[config.mk]
export PLATFORM = sky130hd
export DESIGN_NAME = kprc_ctrl_reg
export DESIGN_NICKNAME = d
export VERILOG_FILES = /design/src/rtl/kprc_pkg.sv /design/src/rtl/kprc_write_gate.sv /design/src/rtl/kprc_cfg_store.sv /design/src/rtl/kprc_action_unit.sv /design/src/rtl/kprc_mask_decode.sv /design/src/rtl/kprc_ctrl_reg.sv
export SDC_FILE = /design/constraint.sdc
export NUM_CORES = 1
export LEC_CHECK = 0
export CORE_UTILIZATION = 24
export CTS_CLUSTER_DIAMETER = 120
export DETAILED_ROUTE_END_ITERATION = 16
export PLACE_DENSITY = 0.89
export REMOVE_ABC_BUFFERS = 1
export SETUP_SLACK_MARGIN = 0.1
export SLEW_MARGIN = 40
export SYNTH_ARGS = -nofsm -noshare
export SYNTH_HDL_FRONTEND = slang
export SYNTH_SLANG_ARGS = --single-unit
[constraint.sdc]
create_clock -name clk -period 2.37 [get_ports clk]
set_clock_uncertainty 0.15 [all_clocks]
set_input_delay 0.711 -clock clk [delete_from_list [all_inputs] [get_ports clk]]
set_output_delay 0.711 -clock clk [all_outputs]
set_load 0.1 [all_outputs]
[src/rtl/kprc_pkg.sv]
package kprc_pkg;

    localparam int DATA_W   = 32;
    localparam int KEY_W    = 16;
    localparam int PRIO_W   = 8;
    localparam int GRP_W    = $clog2(PRIO_W);

    localparam logic [KEY_W-1:0] WR_KEY = 16'h05FA;
    localparam logic [KEY_W-1:0] RD_SIG = 16'hFA05;

    // Bit positions decoded by the neighbouring interrupt and reset logic
    localparam int ENDIAN_BIT = 15;
    localparam int GRP_LSB    = 8;
    localparam int REQ_BIT    = 2;
    localparam int CLR_BIT    = 1;
    localparam int LRST_BIT   = 0;

    localparam logic [DATA_W-1:0] RSV_MASK = 32'h0000_78F8;

    typedef struct packed {
        logic             big_endian;
        logic [GRP_W-1:0] group;
    } cfg_t;

    typedef struct packed {
        logic sys_req;
        logic clr_active;
        logic core_rst;
    } act_t;

    function automatic logic [KEY_W-1:0] key_of(input logic [DATA_W-1:0] d);
        return d[DATA_W-1 -: KEY_W];
    endfunction

    function automatic cfg_t cfg_of(input logic [DATA_W-1:0] d);
        cfg_t c;
        c.big_endian = d[ENDIAN_BIT];
        c.group      = d[GRP_LSB +: GRP_W];
        return c;
    endfunction

    function automatic act_t act_of(input logic [DATA_W-1:0] d);
        act_t a;
        a.sys_req    = d[REQ_BIT];
        a.clr_active = d[CLR_BIT];
        a.core_rst   = d[LRST_BIT];
        return a;
    endfunction

    function automatic logic [DATA_W-1:0] pack_read(input cfg_t c, input logic req);
        logic [DATA_W-1:0] r;
        r                      = '0;
        r[DATA_W-1 -: KEY_W]   = RD_SIG;
        r[ENDIAN_BIT]          = c.big_endian;
        r[GRP_LSB +: GRP_W]    = c.group;
        r[REQ_BIT]             = req;
        return r;
    endfunction

endpackage

[src/rtl/kprc_write_gate.sv]
module kprc_write_gate
    import kprc_pkg::*;
(
    input  logic              sel,
    input  logic              wr_en,
    input  logic [DATA_W-1:0] wdata,
    output logic              accept,
    output cfg_t              wcfg,
    output act_t              wact
);
    logic key_ok;
    logic unused_rsv;

    assign key_ok     = (key_of(wdata) == WR_KEY);
    assign accept     = sel & wr_en & key_ok;
    assign wcfg       = cfg_of(wdata);
    assign wact       = act_of(wdata);
    assign unused_rsv = ^{wdata[14:11], wdata[7:3]};

endmodule

[src/rtl/kprc_cfg_store.sv]
module kprc_cfg_store
    import kprc_pkg::*;
(
    input  logic clk,
    input  logic rst,
    input  logic accept,
    input  cfg_t wcfg,
    output cfg_t cfg_q
);
    always_ff @(posedge clk) begin
        if (rst) begin
            cfg_q <= '0;
        end else if (accept) begin
            cfg_q <= wcfg;
        end
    end

    // a rejected or absent write leaves the configuration untouched
    p_cfg_hold_r2: assert property (@(posedge clk) disable iff (rst)
        !accept |=> $stable(cfg_q));

endmodule

[src/rtl/kprc_action_unit.sv]
module kprc_action_unit
    import kprc_pkg::*;
(
    input  logic clk,
    input  logic rst,
    input  logic warm_rst,
    input  logic accept,
    input  act_t wact,
    output act_t act_q
);
    act_t act_d;

    always_comb begin
        act_d            = act_q;
        act_d.clr_active = 1'b0;
        act_d.core_rst   = 1'b0;
        if (warm_rst) begin
            act_d.sys_req = 1'b0;
        end else if (accept) begin
            act_d.sys_req    = act_q.sys_req | wact.sys_req;
            act_d.clr_active = wact.clr_active;
            act_d.core_rst   = wact.core_rst;
        end
    end

    always_ff @(posedge clk) begin
        if (rst) begin
            act_q <= '0;
        end else begin
            act_q <= act_d;
        end
    end

    // the request is sticky until warm reset
    p_req_sticky_r7: assert property (@(posedge clk) disable iff (rst)
        (act_q.sys_req && !warm_rst) |=> act_q.sys_req);

    // a clear strobe only follows an accepted write of bit 1
    p_clr_origin_r8: assert property (@(posedge clk) disable iff (rst)
        act_q.clr_active |-> $past(accept && wact.clr_active && !warm_rst));

    // a core pulse only follows an accepted write of bit 0
    p_lrst_origin_r9: assert property (@(posedge clk) disable iff (rst)
        act_q.core_rst |-> $past(accept && wact.core_rst && !warm_rst));

    // warm reset clears every action output
    p_warm_clear_r10: assert property (@(posedge clk) disable iff (rst)
        warm_rst |=> (act_q == '0));

    // request and core pulse rise together on a combined write
    p_joint_r11: assert property (@(posedge clk) disable iff (rst)
        (accept && !warm_rst && wact.sys_req && wact.core_rst)
            |=> (act_q.sys_req && act_q.core_rst));

endmodule

[src/rtl/kprc_mask_decode.sv]
module kprc_mask_decode #(
    parameter int PRIO_W = 8,
    localparam int GRP_W = $clog2(PRIO_W)
) (
    input  logic              clk,
    input  logic              rst,
    input  logic [GRP_W-1:0]  group,
    output logic [PRIO_W-1:0] mask
);
    // Position i is pre-emption when it lies above the g+1 subpriority bits
    for (genvar i = 0; i < PRIO_W; i++) begin : g_bit
        assign mask[i] = (i > int'(group));
    end

    // number of pre-emption bits is PRIO_W-1-g
    p_mask_count_r6: assert property (@(posedge clk) disable iff (rst)
        $countones(mask) == (PRIO_W - 1 - int'(group)));

    // no bit of the mask below the top g+1 positions... lowest bit is always subpriority
    p_mask_lsb_r6: assert property (@(posedge clk) disable iff (rst)
        !mask[0]);

endmodule

[src/rtl/kprc_ctrl_reg.sv]
module kprc_ctrl_reg
    import kprc_pkg::*;
(
    input  logic              clk,
    input  logic              rst,
    input  logic              warm_rst,
    input  logic              sel,
    input  logic              wr_en,
    input  logic [31:0]       wdata,
    output logic [31:0]       rdata,
    output logic              big_endian,
    output logic [2:0]        prio_group,
    output logic [7:0]        preempt_mask,
    output logic              sys_reset_req,
    output logic              clr_active_pulse,
    output logic              core_reset_pulse
);
    logic accept;
    cfg_t wcfg;
    act_t wact;
    cfg_t cfg_q;
    act_t act_q;

    kprc_write_gate u_gate (
        .sel    (sel),
        .wr_en  (wr_en),
        .wdata  (wdata),
        .accept (accept),
        .wcfg   (wcfg),
        .wact   (wact)
    );

    kprc_cfg_store u_cfg (
        .clk    (clk),
        .rst    (rst),
        .accept (accept),
        .wcfg   (wcfg),
        .cfg_q  (cfg_q)
    );

    kprc_action_unit u_act (
        .clk      (clk),
        .rst      (rst),
        .warm_rst (warm_rst),
        .accept   (accept),
        .wact     (wact),
        .act_q    (act_q)
    );

    kprc_mask_decode #(.PRIO_W(PRIO_W)) u_mask (
        .clk   (clk),
        .rst   (rst),
        .group (cfg_q.group),
        .mask  (preempt_mask)
    );

    assign rdata            = sel ? pack_read(cfg_q, act_q.sys_req) : '0;
    assign big_endian       = cfg_q.big_endian;
    assign prio_group       = cfg_q.group;
    assign sys_reset_req    = act_q.sys_req;
    assign clr_active_pulse = act_q.clr_active;
    assign core_reset_pulse = act_q.core_rst;

    // reserved bits never appear on the read bus
    p_rsv_zero_r5: assert property (@(posedge clk) disable iff (rst)
        (rdata & RSV_MASK) == '0);

    // the key is never echoed, the signature always is
    p_sig_r3: assert property (@(posedge clk) disable iff (rst)
        sel |-> (rdata[31:16] == RD_SIG));

    // self-clearing bits read back as zero
    p_selfclr_rd_r8: assert property (@(posedge clk) disable iff (rst)
        rdata[1:0] == 2'b00);

endmodule

==> results of run 1 <==
==> timing repair <==
action,CTS,global route
pin swaps,0,0
hold buffers,0,0
buffers inserted,1,0
resized for setup,5,2
setup endpoints to repair,13,4
==> power groups by stage <==
| stage | clock (W) | sequential [W] | combinational, W |
|---|---|---|---|
| 2_1_floorplan | 0 | 0.000120 | 0.000143 |
| 3_3_place_gp | 0 | 0.000120 | 0.000284 |
| 3_5_place_dp | 0 | 0.000120 | 0.000286 |
| 4_1_cts | 0.000115 | 0.000118 | 0.000290 |
| 5_1_grt | 0.000128 | 0.000118 | 0.000298 |
| 6_report | 0.000110 | 0.000118 | 0.000291 |
==> Yosys cell counts, drive strengths merged <==
master	count	share of area, %
nor4	1	2.1
or3b	1	1.9
conb	1	0.62
buf	28	35
nand3	5	4.1
clkbuf	1	0.62
nor2	2	1.2
inv	1	0.62
nor4b	1	3.9
nand4bb	2	3.7
nor3	2	1.7
nand2	2	1.2
a21oi	5	4.1
o21ai	5	4.1
and3	2	2.1
dfxtp	7	23
or2	1	1.0
a31oi	1	1.0
and2	6	6.2
nand4b	1	1.5
==> how the worst max path moves through the flow <==
stage / end / depth (start not counted)
2_1_floorplan: preempt_mask[5] / 1
3_3_place_gp: rdata[2] / 4
3_5_place_dp: rdata[15] / 4
4_1_cts: rdata[15] / 4
5_1_grt: rdata[9] / 4
6_report: rdata[8] / 4
==> metrics by stage <==
stage                     hold slack (ns)  cell area, µm²  setup slack (ns)  std cells  TNS [ns]
after floorplan                     0.630             460             -1.47         65     -7.41
after global placement              0.330            1300            -0.273        151     -2.04
after detailed placement            0.343            1300            -0.272        151     -2.31
after CTS                           0.350            1350             0.102        156         0
after global routing                0.393            1360            0.0834        156         0
final                               0.354            1360             0.107        156         0
==> layer usage <==
metal | track usage, % | vias up
li1 | - | 315
met1 | 13.3 | 291
met2 | 29.5 | 37
met3 | 2.05 | 5
met4 | 7.89 | 0
met5 | 0 | -
==> layout make-up <==
type                    count  share of cell area [%]
flip-flops and latches      7                    10.3
inverters                   1                   0.276
multi-input cells          57                    23.9
well taps                  28                    2.58
repair buffers             59                    61.0
clock buffers               4                    1.94
==> state kept, by name, summed over array words and instances (netlist names) <==
| name | flops |
|---|---|
| u_act.act_q | 3 |
| u_cfg.cfg_q | 4 |
==> worst min-delay path, delay by kind of cell, from the launching register on <==
family,cells,cell delay [ns]
compound gates,2,0.13
flops,1,0.32
==> cell families (layout without fill, tap and decap cells) <==
group | count (synthesis) | in the layout
other | 1 | 20
and+or+nand+nor | 26 | 26
AOI/OAI and AO/OA | 11 | 11
buffers and inverters | 30 | 64
DFF | 7 | 7
==> results.json, run 1 <==
{
  "path_delay_family": "buffers and inverters",
  "seq_area_frac_synth_pct": 23.2,
  "ios": 84,
  "area_growth_pct": 125,
  "wire_per_inst_um": 11.3,
  "met2WireLength_um": 1090,
  "post-dp-hpwl_um": 1540,
  "maxSlewViolCount": 0,
  "grt_pass1_wl_um": 2840,
  "wl_met3_um": 97,
  "final_common_cell": "clkdlybuf4s50_1",
  "max_stage_delay_ns": 0.21,
  "yosys.area_share.adder_pct": 0,
  "end_kind": "output port",
  "vias": 648,
  "grt_usage_pct": 14.5,
  "min_to": "u_cfg.cfg_q[3]$_SDFFE_PP0P_",
  "core_area_um2": 2300,
  "seq_area_um2": 140,
  "via_per_inst": 4.15,
  "start_util_pct": 26.3,
  "die_height_um": 52.1,
  "maxCapViolCount": 0,
  "final.min_clock_period_ns": 2.26,
  "tritoncts": "built",
  "met1_length_um": 516,
  "hold_viol": 0,
  "crit_type": "in -> out",
  "grt.overflow.total": 0,
  "cts.sinks": 7,
  "rsz0062_at_grt": "yes",
  "multi_input_area_um2": 324,
  "clk_path_buf_depth": 2,
  "final_cell_mix": "26 x clkdlybuf4s50_1, 25 x buf_12, 20 x conb_1",
  "final_nets": 166,
  "crit_path_max_fanout": 5,
  "total_leakage_power_nw": 0.580,
  "drc_errors": 0,
  "synth_top_family_by_area": "buffers and inverters",
  "crit_top_cell": "buf_12",
  "reg2reg_from": "u_cfg.cfg_q[2]$_SDFFE_PP0P_",
  "dieArea_um2": 2720,
  "max_freq_ghz": 0.442,
  "final_util_pct": 59.1,
  "numCtsBuffers": 3,
  "insertion_delay_ns": 0.26,
  "drt_iter0_drc": 0,
  "vdd_drop_max_uv": 302,
  "finalCritPeriodShare_pct": 95.5,
  "hp-start": "u_cfg.cfg_q[3]$_SDFFE_PP0P_",
  "clkPwrFrac_pct": 21.2,
  "critical_path_arrival_ns": 1.40,
  "startpoint_type": "primary input",
  "share_comb_of_total_power_pct": 56.1,
  "antenna_left": 0,
  "firstDrtPassIters": 1,
  "ff2ff_setup_slack_ns": 1.32,
  "cts_max_level": 1,
  "critPathBufInv": 3,
  "setup_viol": 0,
  "cts_root_buf": "clkbuf_4",
  "crit_chain": "clkdlybuf4s15_2 -> buf_12 -> and2_1 -> buf_12",
  "synthXorXnorAreaFrac_pct": 0,
  "status": "completed",
  "drive_gt1_share_pct": 33.6,
  "die_w_um": 52.1,
  "hold_path_class": "reg -> reg",
  "power.internal_w": 0.000260,
  "syn_area_um2": 603,
  "diodes": 0,
  "totalWireLength_um": 1760,
  "syn_avg_cell_area_um2": 8.04,
  "grt_pass1_vias": 636,
  "n_fill_cell": 191,
  "slowest_stage": "clkdlybuf4s15_2",
  "ys_ff_latch": 7,
  "synth_cell_types": 21,
  "numPortBuffers": 54,
  "total_power_w": 0.000519,
  "synth-compound-area-share_pct": 9.34,
  "routabilityCongestion": 0.826,
  "grt_start_max_net_pins": 11,
  "worstReg2RegEnd": "u_cfg.cfg_q[2]$_SDFFE_PP0P_",
  "p_per_area_nw_per_um2": 382,
  "synth_mux_area_share_pct": 0,
  "synth-simple-area-share_pct": 30.7,
  "p_sw_share_pct": 49.8,
  "antenna_found_initial": 0,
  "highest_layer": "met4",
  "seqPwrFrac_pct": 22.7,
  "num_rows": 17,
  "clk_transition_reported_paths_ns": 0.05,
  "worstPathRequired_ns": 1.51,
  "worstSetupStartpoint": "sel",
  "synthCells": 75,
  "switchingPower_w": 0.000258,
  "ys_warn_count": 0,
  "rr_worst_depth": 2,
  "hold_depth": 2
}
Power figures use the tool's default switching activity.
==> inputs of run 2 (changes only) <==
--- a/config.mk
+++ b/config.mk
@@ -5,10 +5,13 @@
 export SDC_FILE = /design/constraint.sdc
 export NUM_CORES = 1
 export LEC_CHECK = 0
-export CORE_UTILIZATION = 24
+export CELL_PAD_IN_SITES_DETAIL_PLACEMENT = 1
+export CELL_PAD_IN_SITES_GLOBAL_PLACEMENT = 2
+export CORE_ASPECT_RATIO = 2
+export CORE_UTILIZATION = 10
 export CTS_CLUSTER_DIAMETER = 120
 export DETAILED_ROUTE_END_ITERATION = 16
-export PLACE_DENSITY = 0.89
+export PLACE_DENSITY = 0.87
 export REMOVE_ABC_BUFFERS = 1
 export SETUP_SLACK_MARGIN = 0.1
 export SLEW_MARGIN = 40
==> results.json, run 2 (synthesized netlist as in run 1, its figures left out) <==
{
  "core_area_um2": 5760,
  "wire_per_inst_um": 10.9,
  "rsz0062_at_grt": "no",
  "diodes": 0,
  "end_kind": "flop",
  "numCtsBuffers": 3,
  "total_power_w": 0.000698,
  "max_freq_ghz": 0.464,
  "area_growth_pct": 144,
  "vias": 659,
  "die_w_um": 56.9,
  "cts.sinks": 7,
  "startpoint_type": "primary input",
  "failed_checks": "design-rule violations",
  "drive_gt1_share_pct": 35.7,
  "worstPathRequired_ns": 2.33,
  "busiest_layer": "met2",
  "post-dp-hpwl_um": 1890,
  "vdd_drop_max_uv": 316,
  "drc_errors": 10,
  "total_leakage_power_nw": 0.613,
  "crit_type": "in -> reg",
  "use_met1_pct": 4.81,
  "start_util_pct": 10.5,
  "cts_root_buf": "clkbuf_16",
  "critical_path_arrival_ns": 2.11,
  "cts_max_level": 1,
  "largest_reg_flops": 4,
  "drt_iter0_drc": 13,
  "grt_start_max_net_pins": 11,
  "clk_transition_reported_paths_ns": 0.04,
  "grt_pass1_wl_um": 3190,
  "grt_use_met3_pct": 2.67,
  "met2_usage_pct": 13.6,
  "rr_worst_depth": 2,
  "regMostFlops": "u_cfg.cfg_q",
  "hold_path_class": "reg -> reg",
  "num_rows": 39,
  "reg.largest.list": "u_cfg.cfg_q x4, u_act.act_q x3",
  "insertion_delay_ns": 0.23,
  "finalCritPeriodShare_pct": 90.9,
  "p_per_area_nw_per_um2": 475,
  "antenna_left": 0,
  "die_height_um": 112,
  "totalWireLength_um": 2070,
  "final_common_cell": "clkdlybuf4s50_1",
  "maxCapViolCount": 0,
  "clk_path_buf_depth": 2,
  "grt_pass1_vias": 708,
  "final.min_clock_period_ns": 2.15,
  "routabilityCongestion": 0.614,
  "hold_viol": 0,
  "status": "finished with violations",
  "firstDrtPassIters": 9,
  "setup_viol": 0,
  "ios": 84,
  "tritoncts": "built",
  "hold_depth": 2,
  "crit_path_max_fanout": 4,
  "n_fill_cell": 661,
  "final_cell_mix": "26 x clkdlybuf4s50_1, 24 x buf_12, 20 x conb_1",
  "final_util_pct": 25.5,
  "grt_usage_pct": 6.46,
  "maxSlewViolCount": 0,
  "via_per_inst": 3.47,
  "dieArea_um2": 6360,
  "antenna_found_initial": 0,
  "numPortBuffers": 54,
  "ff2ff_setup_slack_ns": 1.31,
  "final_nets": 167,
  "grt.overflow.total": 0
}
## run 2: cell type report
cell class | count | area [µm²] | share of cell area, %
tap | 61 | 76.3 | 5.20
timing repair buffer | 60 | 841 | 57.2
clock buffer | 4 | 78.8 | 5.37
sequential | 7 | 140 | 9.54
inverter | 1 | 3.75 | 0.256
multi-input combinational | 57 | 329 | 22.4
## run 2: repair_timing
| action | in CTS | in global routing |
|---|---|---|
| setup buffers | 1 | 0 |
| gates resized for setup | 9 | 2 |
| setup endpoints to repair | 13 | 9 |
| hold buffers | 0 | 0 |
## run 2: worst paths after layout
| path | from | endpoint |
|---|---|---|
| worst max-delay path | wdata[29] | u_cfg.cfg_q[2]$_SDFFE_PP0P_ |
| worst max register to register | u_cfg.cfg_q[2]$_SDFFE_PP0P_ | u_cfg.cfg_q[2]$_SDFFE_PP0P_ |
| worst min-delay path | u_cfg.cfg_q[3]$_SDFFE_PP0P_ | u_cfg.cfg_q[3]$_SDFFE_PP0P_ |
| worst min register to register | u_cfg.cfg_q[3]$_SDFFE_PP0P_ | u_cfg.cfg_q[3]$_SDFFE_PP0P_ |
## run 2: power by group
part / switching [W] / internal (W)
Combinational: 0.000214 / 0.0000780
Clock: 0.0000636 / 0.000224
Sequential: 0.000000000759 / 0.000118
Total: 0.000278 / 0.000420
## run 2: critical path: stages
cell and delay [ns]:
clkdlybuf4s50_1 0.44, nor4b_4 0.30, or3b_4 0.44, o21ai_1 0.14, a21oi_1 0.08
## run 2: stage by stage
stage	instances	TNS [ns]	area, µm²	setup WS [ns]	hold slack (ns)
4_1_cts	190	0	1470	0.123	0.405
6_report	190	0	1470	0.216	0.395
5_1_grt	190	0	1470	0.169	0.426
2_1_floorplan	65	-7.41	460	-1.47	0.630
3_5_place_dp	185	-2.22	1360	-0.202	0.388
3_3_place_gp	185	-2.22	1360	-0.203	0.367
## run 2: routing by layer
layer	share of wire, %	up-vias	wire length, µm
li1	-	313	-
met1	26	286	535
met2	62	56	1280
met3	11	4	232
met4	1.1	0	23
met5	0	-	0
==> inputs of run 3 (changes only) <==
--- a/config.mk
+++ b/config.mk
@@ -9,7 +9,6 @@
 export CELL_PAD_IN_SITES_GLOBAL_PLACEMENT = 2
 export CORE_ASPECT_RATIO = 2
 export CORE_UTILIZATION = 10
-export CTS_CLUSTER_DIAMETER = 120
 export DETAILED_ROUTE_END_ITERATION = 16
 export PLACE_DENSITY = 0.87
 export REMOVE_ABC_BUFFERS = 1
==> results of run 3 <==
No change in the layout: final DEF, timing and power equal those of run 2.
